$ cat src/rtl/tlb_pkg.sv
package tlb_pkg;

  // flag bit positions inside a stored entry
  localparam int FLG_V = 0;
  localparam int FLG_W = 1;

  typedef logic [3:0] flags_t;

  typedef enum logic [1:0] {
    CTX_NONE  = 2'b00,
    CTX_FLUSH = 2'b01,
    CTX_VCLR  = 2'b10,
    CTX_RSVD  = 2'b11
  } ctx_op_e;

endpackage

$ cat src/rtl/tlb_rst_sync.sv
module tlb_rst_sync (
  input  logic clk,
  input  logic rst_n,
  output logic rst_no
);

  logic [1:0] sync_q;

  always_ff @(posedge clk or negedge rst_n) begin
    if (!rst_n) sync_q <= 2'b00;
    else        sync_q <= {sync_q[0], 1'b1};
  end

  assign rst_no = sync_q[1];

endmodule

$ cat src/rtl/tlb_entry_store.sv
module tlb_entry_store import tlb_pkg::*; #(
  parameter int ENTRIES = 16,
  parameter int PAGE_W  = 11,
  parameter int FRAME_W = 19,
  parameter int PID_W   = 6,
  localparam int IDX_W  = (ENTRIES > 1) ? $clog2(ENTRIES) : 1
) (
  input  logic                              clk,
  input  logic                              rst_n,
  input  logic                              flush_i,
  input  logic                              vclr_i,
  input  logic                              wr_en_i,
  input  logic [IDX_W-1:0]                  wr_idx_i,
  input  logic [PAGE_W-1:0]                 wr_page_i,
  input  logic [PID_W-1:0]                  wr_pid_i,
  input  logic [FRAME_W-1:0]                wr_frame_i,
  input  flags_t                            wr_flags_i,
  output logic [ENTRIES-1:0][PAGE_W-1:0]    page_o,
  output logic [ENTRIES-1:0][PID_W-1:0]     pid_o,
  output logic [ENTRIES-1:0][FRAME_W-1:0]   frame_o,
  output logic [ENTRIES-1:0][3:0]           flags_o,
  output logic [ENTRIES-1:0]                valid_o
);

  for (genvar e = 0; e < ENTRIES; e++) begin : g_ent
    logic [PAGE_W-1:0]  page_q,  page_d;
    logic [PID_W-1:0]   pid_q,   pid_d;
    logic [FRAME_W-1:0] frame_q, frame_d;
    flags_t             flg_q,   flg_d;
    logic               ent_en;

    always_comb begin
      page_d  = page_q;
      pid_d   = pid_q;
      frame_d = frame_q;
      flg_d   = flg_q;
      ent_en  = flush_i | vclr_i | (wr_en_i && (wr_idx_i == IDX_W'(e)));
      if (flush_i) begin
        page_d  = '0;
        pid_d   = '0;
        frame_d = '0;
        flg_d   = '0;
      end else if (vclr_i) begin
        flg_d[FLG_V] = 1'b0;
      end else if (wr_en_i) begin
        page_d  = wr_page_i;
        pid_d   = wr_pid_i;
        frame_d = wr_frame_i;
        flg_d   = wr_flags_i;
      end
    end

    always_ff @(posedge clk or negedge rst_n) begin
      if (!rst_n) begin
        page_q  <= '0;
        pid_q   <= '0;
        frame_q <= '0;
        flg_q   <= '0;
      end else if (ent_en) begin
        page_q  <= page_d;
        pid_q   <= pid_d;
        frame_q <= frame_d;
        flg_q   <= flg_d;
      end
    end

    assign page_o[e]  = page_q;
    assign pid_o[e]   = pid_q;
    assign frame_o[e] = frame_q;
    assign flags_o[e] = flg_q;
    assign valid_o[e] = flg_q[FLG_V];
  end

  // a flush leaves no live entry behind
  a_r7_flush_empties: assert property (@(posedge clk) disable iff (!rst_n)
    flush_i |=> (valid_o == '0));

  // a valid clear drops the live bits but keeps the keys
  a_r8_vclr_keeps_keys: assert property (@(posedge clk) disable iff (!rst_n)
    (vclr_i && !flush_i) |=> ((valid_o == '0) && $stable(page_o) && $stable(frame_o)));

endmodule

$ cat src/rtl/tlb_match.sv
module tlb_match #(
  parameter int ENTRIES = 16,
  parameter int PAGE_W  = 11,
  parameter int PID_W   = 6,
  localparam int IDX_W  = (ENTRIES > 1) ? $clog2(ENTRIES) : 1
) (
  input  logic [ENTRIES-1:0]             valid_i,
  input  logic [ENTRIES-1:0][PAGE_W-1:0] page_i,
  input  logic [ENTRIES-1:0][PID_W-1:0]  pid_i,
  input  logic [PAGE_W-1:0]              key_page_i,
  input  logic [PID_W-1:0]               key_pid_i,
  output logic [ENTRIES-1:0]             hit_vec_o,
  output logic                           any_o,
  output logic [IDX_W-1:0]               idx_o
);

  for (genvar e = 0; e < ENTRIES; e++) begin : g_cmp
    assign hit_vec_o[e] = valid_i[e] && (page_i[e] == key_page_i) && (pid_i[e] == key_pid_i);
  end

  assign any_o = |hit_vec_o;

  always_comb begin
    idx_o = '0;
    for (int i = ENTRIES - 1; i >= 0; i--) begin
      if (hit_vec_o[i]) idx_o = IDX_W'(i);
    end
  end

endmodule

$ cat src/rtl/tlb_victim.sv
module tlb_victim #(
  parameter int ENTRIES = 16,
  localparam int IDX_W  = (ENTRIES > 1) ? $clog2(ENTRIES) : 1
) (
  input  logic               clk,
  input  logic               rst_n,
  input  logic [ENTRIES-1:0] valid_i,
  input  logic               adv_i,
  input  logic [IDX_W-1:0]   adv_from_i,
  input  logic               home_i,
  output logic [IDX_W-1:0]   victim_o,
  output logic [IDX_W-1:0]   ptr_o
);

  logic [IDX_W-1:0] ptr_q, ptr_d;
  logic             ptr_en;
  logic             found;

  // first free slot going round from the pointer, else the pointer
  always_comb begin
    found    = 1'b0;
    victim_o = ptr_q;
    for (int k = 0; k < ENTRIES; k++) begin
      int c;
      c = int'(ptr_q) + k;
      if (c >= ENTRIES) c = c - ENTRIES;
      if (!found && !valid_i[c]) begin
        victim_o = IDX_W'(c);
        found    = 1'b1;
      end
    end
  end

  always_comb begin
    ptr_d  = ptr_q;
    ptr_en = home_i | adv_i;
    if (home_i)     ptr_d = '0;
    else if (adv_i) ptr_d = (int'(adv_from_i) == ENTRIES - 1) ? '0 : adv_from_i + IDX_W'(1);
  end

  always_ff @(posedge clk or negedge rst_n) begin
    if (!rst_n)      ptr_q <= '0;
    else if (ptr_en) ptr_q <= ptr_d;
  end

  assign ptr_o = ptr_q;

  // the pointer stays inside the table
  a_r10_ptr_range: assert property (@(posedge clk) disable iff (!rst_n)
    int'(ptr_q) < ENTRIES);

  // while a free slot exists the choice is a free slot
  a_r10_victim_free: assert property (@(posedge clk) disable iff (!rst_n)
    (valid_i != {ENTRIES{1'b1}}) |-> !valid_i[victim_o]);

  // flush sends the pointer home
  a_r7_ptr_home: assert property (@(posedge clk) disable iff (!rst_n)
    home_i |=> (ptr_q == '0));

endmodule

$ cat src/rtl/tagged_tlb.sv
module tagged_tlb import tlb_pkg::*; #(
  parameter int ENTRIES = 16,
  parameter int PAGE_W  = 11,
  parameter int OFF_W   = 13,
  parameter int FRAME_W = 19,
  parameter int PID_W   = 6,
  localparam int IDX_W  = (ENTRIES > 1) ? $clog2(ENTRIES) : 1,
  localparam int PA_W   = FRAME_W + OFF_W
) (
  input  logic               clk,
  input  logic               rst_n,
  input  logic               pid_we_i,
  input  logic [PID_W-1:0]   pid_i,
  input  logic               lk_valid_i,
  input  logic               lk_store_i,
  input  logic [PAGE_W-1:0]  lk_page_i,
  input  logic [OFF_W-1:0]   lk_off_i,
  output logic               rsp_valid_o,
  output logic               rsp_hit_o,
  output logic               rsp_miss_o,
  output logic               rsp_prot_o,
  output logic [PA_W-1:0]    rsp_paddr_o,
  output logic [3:0]         rsp_flags_o,
  input  logic               fill_i,
  input  logic               fill_use_slot_i,
  input  logic [IDX_W-1:0]   fill_slot_i,
  input  logic [PAGE_W-1:0]  fill_page_i,
  input  logic [PID_W-1:0]   fill_pid_i,
  input  logic [FRAME_W-1:0] fill_frame_i,
  input  logic [3:0]         fill_flags_i,
  output logic [IDX_W-1:0]   fill_slot_o,
  input  logic [1:0]         ctx_op_i
);

  logic rst_ni;

  tlb_rst_sync u_rst (
    .clk    (clk),
    .rst_n  (rst_n),
    .rst_no (rst_ni)
  );

  // current process id
  logic [PID_W-1:0] cur_pid_q;

  always_ff @(posedge clk or negedge rst_ni) begin
    if (!rst_ni)       cur_pid_q <= '0;
    else if (pid_we_i) cur_pid_q <= pid_i;
  end

  // context operation decode
  ctx_op_e ctx_op;
  logic    do_flush, do_vclr;

  assign ctx_op   = ctx_op_e'(ctx_op_i);
  assign do_flush = (ctx_op == CTX_FLUSH);
  assign do_vclr  = (ctx_op == CTX_VCLR);

  // entry storage
  logic [ENTRIES-1:0][PAGE_W-1:0]  ent_page;
  logic [ENTRIES-1:0][PID_W-1:0]   ent_pid;
  logic [ENTRIES-1:0][FRAME_W-1:0] ent_frame;
  logic [ENTRIES-1:0][3:0]         ent_flags;
  logic [ENTRIES-1:0]              ent_valid;
  logic                            fill_go;
  logic [IDX_W-1:0]                slot_sel;

  tlb_entry_store #(
    .ENTRIES (ENTRIES),
    .PAGE_W  (PAGE_W),
    .FRAME_W (FRAME_W),
    .PID_W   (PID_W)
  ) u_store (
    .clk        (clk),
    .rst_n      (rst_ni),
    .flush_i    (do_flush),
    .vclr_i     (do_vclr),
    .wr_en_i    (fill_go),
    .wr_idx_i   (slot_sel),
    .wr_page_i  (fill_page_i),
    .wr_pid_i   (fill_pid_i),
    .wr_frame_i (fill_frame_i),
    .wr_flags_i (flags_t'(fill_flags_i)),
    .page_o     (ent_page),
    .pid_o      (ent_pid),
    .frame_o    (ent_frame),
    .flags_o    (ent_flags),
    .valid_o    (ent_valid)
  );

  // lookup match against the current process
  logic [ENTRIES-1:0] lk_vec;
  logic               lk_any;
  logic [IDX_W-1:0]   lk_idx;

  tlb_match #(
    .ENTRIES (ENTRIES),
    .PAGE_W  (PAGE_W),
    .PID_W   (PID_W)
  ) u_lk_match (
    .valid_i    (ent_valid),
    .page_i     (ent_page),
    .pid_i      (ent_pid),
    .key_page_i (lk_page_i),
    .key_pid_i  (cur_pid_q),
    .hit_vec_o  (lk_vec),
    .any_o      (lk_any),
    .idx_o      (lk_idx)
  );

  // refill duplicate detection against the refill's own tag
  logic [ENTRIES-1:0] dup_vec;
  logic               dup_any;
  logic [IDX_W-1:0]   dup_idx;

  tlb_match #(
    .ENTRIES (ENTRIES),
    .PAGE_W  (PAGE_W),
    .PID_W   (PID_W)
  ) u_dup_match (
    .valid_i    (ent_valid),
    .page_i     (ent_page),
    .pid_i      (ent_pid),
    .key_page_i (fill_page_i),
    .key_pid_i  (fill_pid_i),
    .hit_vec_o  (dup_vec),
    .any_o      (dup_any),
    .idx_o      (dup_idx)
  );

  // replacement choice
  logic [IDX_W-1:0] victim;
  logic [IDX_W-1:0] rr_ptr;
  logic             rr_adv;

  tlb_victim #(
    .ENTRIES (ENTRIES)
  ) u_victim (
    .clk        (clk),
    .rst_n      (rst_ni),
    .valid_i    (ent_valid),
    .adv_i      (rr_adv),
    .adv_from_i (slot_sel),
    .home_i     (do_flush),
    .victim_o   (victim),
    .ptr_o      (rr_ptr)
  );

  always_comb begin
    if (dup_any)              slot_sel = dup_idx;
    else if (fill_use_slot_i) slot_sel = fill_slot_i;
    else                      slot_sel = victim;
  end

  assign fill_go     = fill_i && !do_flush && !do_vclr;
  assign rr_adv      = fill_go && !dup_any && !fill_use_slot_i;
  assign fill_slot_o = slot_sel;

  // response next state
  logic [FRAME_W-1:0] sel_frame;
  flags_t             sel_flags;
  logic               rsp_valid_d, rsp_hit_d, rsp_miss_d, rsp_prot_d;
  logic [PA_W-1:0]    rsp_paddr_d;
  logic [3:0]         rsp_flags_d;
  logic               rsp_en;

  assign sel_frame = ent_frame[lk_idx];
  assign sel_flags = flags_t'(ent_flags[lk_idx]);

  always_comb begin
    rsp_valid_d = 1'b0;
    rsp_hit_d   = 1'b0;
    rsp_miss_d  = 1'b0;
    rsp_prot_d  = 1'b0;
    rsp_paddr_d = '0;
    rsp_flags_d = '0;
    if (lk_valid_i) begin
      rsp_valid_d = 1'b1;
      if (!lk_any) begin
        rsp_miss_d = 1'b1;
      end else if (lk_store_i && !sel_flags[FLG_W]) begin
        rsp_prot_d = 1'b1;
      end else begin
        rsp_hit_d   = 1'b1;
        rsp_paddr_d = {sel_frame, lk_off_i};
        rsp_flags_d = sel_flags;
      end
    end
  end

  assign rsp_en = lk_valid_i | rsp_valid_o;

  always_ff @(posedge clk or negedge rst_ni) begin
    if (!rst_ni) begin
      rsp_valid_o <= 1'b0;
      rsp_hit_o   <= 1'b0;
      rsp_miss_o  <= 1'b0;
      rsp_prot_o  <= 1'b0;
      rsp_paddr_o <= '0;
      rsp_flags_o <= '0;
    end else if (rsp_en) begin
      rsp_valid_o <= rsp_valid_d;
      rsp_hit_o   <= rsp_hit_d;
      rsp_miss_o  <= rsp_miss_d;
      rsp_prot_o  <= rsp_prot_d;
      rsp_paddr_o <= rsp_paddr_d;
      rsp_flags_o <= rsp_flags_d;
    end
  end

  // one outcome per accepted lookup, and only then
  a_r2_one_outcome: assert property (@(posedge clk) disable iff (!rst_ni)
    rsp_valid_o == ($countones({rsp_hit_o, rsp_miss_o, rsp_prot_o}) == 1));

  // a lookup is answered on the next cycle
  a_r2_answer_next: assert property (@(posedge clk) disable iff (!rst_ni)
    lk_valid_i |=> rsp_valid_o);

  // a miss carries no address or flags
  a_r4_miss_clean: assert property (@(posedge clk) disable iff (!rst_ni)
    rsp_miss_o |-> ((rsp_paddr_o == '0) && (rsp_flags_o == '0)));

  // a protection fault only follows a store lookup
  a_r6_prot_on_store: assert property (@(posedge clk) disable iff (!rst_ni)
    rsp_prot_o |-> $past(lk_store_i));

  // the table never holds two live copies of one mapping
  a_r11_single_lk_match: assert property (@(posedge clk) disable iff (!rst_ni)
    $onehot0(lk_vec));
  a_r11_single_dup_match: assert property (@(posedge clk) disable iff (!rst_ni)
    $onehot0(dup_vec));

  // the pointer is at slot 0 on leaving reset
  a_r1_ptr_reset: assert property (@(posedge clk)
    $rose(rst_ni) |-> (rr_ptr == '0));

endmodule

$ cat config.mk
export PLATFORM = sky130hd
export DESIGN_NAME = tagged_tlb
export DESIGN_NICKNAME = d
export VERILOG_FILES = /design/src/rtl/tlb_pkg.sv /design/src/rtl/tlb_rst_sync.sv /design/src/rtl/tlb_entry_store.sv /design/src/rtl/tlb_match.sv /design/src/rtl/tlb_victim.sv /design/src/rtl/tagged_tlb.sv
export SDC_FILE = /design/constraint.sdc
export NUM_CORES = 2
export LEC_CHECK = 0
export BUFFER_PORTS_ARGS = -buffer_cell sky130_fd_sc_hd__buf_4
export CAP_MARGIN = 20
export CORE_UTILIZATION = 30
export CTS_CLUSTER_DIAMETER = 30
export DETAILED_ROUTE_END_ITERATION = 8
export GPL_ROUTABILITY_DRIVEN = 0
export SYNTH_ARGS = -nofsm -noshare
export SYNTH_HDL_FRONTEND = slang
export SYNTH_SLANG_ARGS = --single-unit
export TNS_END_PERCENT = 1
$ cat constraint.sdc
create_clock -name clk -period 29 [get_ports clk]
set_input_delay 7.25 -clock clk [delete_from_list [all_inputs] [get_ports clk]]
set_output_delay 7.25 -clock clk [all_outputs]
set_load 0.01 [all_outputs]
==> run summary <==
r2r setup slk: 22.17 ns
Nets: 3924
Setup Crit Path Kind: input pin to primary output
final cell count without fillers: 5705
core area: 134000 um2
CTS tree: yes
Hold Violations, Final: 0
CTS root buffer: clkbuf_16
failing checks: design-rule violations
dpl cells: 5472
Reg clk slew, reported paths: 0.04 ns
starting density of the core: 30.3%
vias per inst: 6.04
Synth warnings: 0
Seq/Total Area, Yosys: 42.8%
Leakage: 18.9 nW
fraction of registers with async set/reset: 100%
Setup Skew: 0.0447 ns
Layout Area Growth over Synthesis: 15.6%
EDFF count, synth: 0
share of layout cells above drive strength 1: 16.4%
Post-Syn Instances: 3869
# DRC: 21
drt wl/cell: 28.1 um
Clk Latency, worst-skew pair: 0.74 ns
Slew HR: 18.4%
Clock Sinks: 692
num rows: 134
Worst setup EP type: primary output
dpl ws: 10.56 ns
Post-synth top flop: dfrtp_1
final setup violating endpoints: 0
total gr overflow: 0
worst vdd ir: 0.0554 mV
gr usage total: 23.1%
initial antenna violation count: 0
Post-CTS Hold Buffers: 0
fmax: 54.7 MHz
CTS Buffer Depth: 3
worst setup margin: 10.72 ns
syn_area_per_cell: 10.5 um2
WP data required: 21.75 ns
Detailed Route Iter0 Violations: 4954
vias in the first global route: 33800
RSZ-0062 raised after global routing: no
largest net degree at the start of global routing: 168
CTS H-tree lvls: 3
time the worst path needs with I/O delays and setup: 18.28 ns
final hold slack: 0.354 ns
max-slew violation count: 0
Worst setup SP type: input pin
status: complete, but fails checks
first-pass GRT wire length: 236000 um
Synth Register Bits: 692
FILL cells: 13300
Syn Std Cell Area: 40500 um2
via total after detailed routing: 34500
worst hold path type: flop to flop
Final ANT Viol Nets: 0
cts repair resizes: 0
Max Fanout on Critical Path: 18
setup bufs post-CTS: 0
die area: 136000 um2
CTS Buf Count: 118
Die Width: 369 um
IO Pins: 127
Mapped Nets: 3965
hpwl dp: 97600 um
final worst path period share: 63.0%
synth unique cells: 98
Setup TNS Final: 0 ns
MaxCap Viol Count: 0
die height: 369 um
Worst EP arrival: 11.03 ns
worst-margin pin slew: 1.22 ns
Initial DRT Pass Iterations: 8
Port Buf Inserts: 126
final wirelength: 160000 um
power density cells: 91.1 nW/um2
synth_stat cells (all sizes together) (29+ instances only):
cell | count | area (um2)
nor3 | 76 | 392
nor3b | 30 | 230
clkbuf | 155 | 583
inv | 178 | 673
xor2 | 125 | 1110
nand3 | 29 | 150
nor4 | 32 | 200
o22ai | 162 | 1010
dfrtp | 692 | 17300
nand4 | 244 | 1530
a22o | 490 | 4290
mux2i | 108 | 1100
and2 | 64 | 400
xnor2 | 435 | 3820
or2 | 31 | 194
nor2 | 51 | 191
o21ai | 60 | 300
a21oi | 64 | 324
o211ai | 81 | 608
mux2 | 118 | 1340
buf | 200 | 1220
nand2 | 194 | 738
report_power, final:
group / internal (W) / switching (W)
combinational: 0.000562 / 0.000832
sequential: 0.00117 / 0.000228
clock: 0.000925 / 0.000550
cells by family after synthesis:
logic type / share of synthesized area, %
buffers and inverters: 6.14
AO/OA/AOI/OAI: 19.8
adder cells (fa/ha/maj): 0.402
multiplexers: 7.37
AND/OR/NAND/NOR: 11.3
other: 0.00926
flip-flops: 42.8
XOR/XNOR: 12.2
critical path: stages:
cell     delay [ns]
buf_4          0.41
xor2_1         0.30
nor4_1         0.11
nand4_1        0.12
nand4_1        0.23
nor4_1         0.96
nand3_1        0.15
o31ai_1        0.57
or2_1          0.18
buf_4          0.35
inv_6          0.19
buf_4          0.20
path summary, 6_finish.rpt:
| check | from | to | cells after the start |
|---|---|---|---|
| min in group asynchronous | u_rst.sync_q[1]$_DFF_PN0_ | u_store.g_ent[1].frame_q[5]$_DFFE_PN0P_ | 0 |
| hold / removal | u_rst.sync_q[0]$_DFF_PN0_ | u_rst.sync_q[1]$_DFF_PN0_ | 0 |
| setup / recovery | fill_page_i[7] | fill_slot_o[2] | 12 |
| setup reg to reg | u_victim.ptr_o[1]$_DFFE_PN0P_ | u_store.g_ent[1].frame_q[10]$_DFFE_PN0P_ | 19 |
| max in group asynchronous | rst_n | u_rst.sync_q[1]$_DFF_PN0_ | 1 |
| hold reg to reg | u_rst.sync_q[0]$_DFF_PN0_ | u_rst.sync_q[1]$_DFF_PN0_ | 0 |
metrics by stage:
| stage | power [W] | util, % | area, um2 |
|---|---|---|---|
| 5_1_grt | 0.00444 | 35.0 | 46800 |
| 3_3_place_gp | 0.00274 | 31.8 | 42500 |
| 2_1_floorplan | 0.00237 | - | 40500 |
| 3_5_place_dp | 0.00275 | 31.8 | 42500 |
| 6_report | 0.00427 | 35.0 | 46800 |
| 4_1_cts | 0.00424 | 35.0 | 46700 |
per-layer routing:
layer / wire [um] / track usage, % / up-vias
met3: 17600 / 6.11 / 583
met1: 64600 / 30.8 / 17300
met2: 68600 / 34.1 / 2321
met4: 9330 / 12.1 / 0
li1: - / - / 14300
met5: 0 / 0 / -
placed cells by master, fill, tap and decap left out, types with 13 or more instances in the layout:
| cell | count |
|---|---|
| nor2_1 | 49 |
| clkbuf_16 | 118 |
| dfrtp_1 | 688 |
| nor4_1 | 32 |
| nand3_1 | 28 |
| inv_6 | 15 |
| mux4_2 | 24 |
| o22ai_1 | 162 |
| bufinv_16 | 15 |
| mux2_2 | 101 |
| ha_1 | 13 |
| xnor2_1 | 433 |
| a31oi_1 | 13 |
| a32o_1 | 18 |
| inv_1 | 172 |
| o211ai_1 | 81 |
| nand4b_1 | 23 |
| nor3_1 | 74 |
| o21ai_0 | 54 |
| a21oi_1 | 59 |
| clkbuf_8 | 13 |
| clkinvlp_4 | 17 |
| nand2_1 | 192 |
| buf_4 | 189 |
| a22o_1 | 490 |
| and2_1 | 59 |
| a31oi_4 | 13 |
| mux2_1 | 13 |
| xor2_1 | 123 |
| or2_2 | 30 |
| nor3b_1 | 27 |
| mux2i_1 | 105 |
| clkinv_2 | 20 |
| nand4_1 | 244 |
final cells by class:
| cell class | count | area (um2) | share of cell area (%) |
|---|---|---|---|
| sequential | 692 | 17300 | 37.0 |
| clock buffer | 137 | 3150 | 6.74 |
| inverter | 180 | 681 | 1.45 |
| antenna | 5 | 12.5 | 0.0267 |
| tap | 1768 | 2210 | 4.72 |
| timing repair buffer | 194 | 1520 | 3.24 |
| multi-input combinational | 2642 | 20900 | 44.5 |
| clock inverter | 87 | 1080 | 2.30 |
flip-flops by register name, summed over array words and instances (netlist names):
register and count:
u_store.g_ent.frame_q 304, u_store.g_ent.page_q 176, u_store.g_ent.pid_q 96, u_store.g_ent.flg_q 64
rsp_paddr_o 32, cur_pid_q 6, rsp_flags_o 4, u_victim.ptr_o 4
u_rst.sync_q 2, rsp_hit_o 1, rsp_miss_o 1, rsp_prot_o 1
rsp_valid_o 1
(Power assumes the default switching activity.)
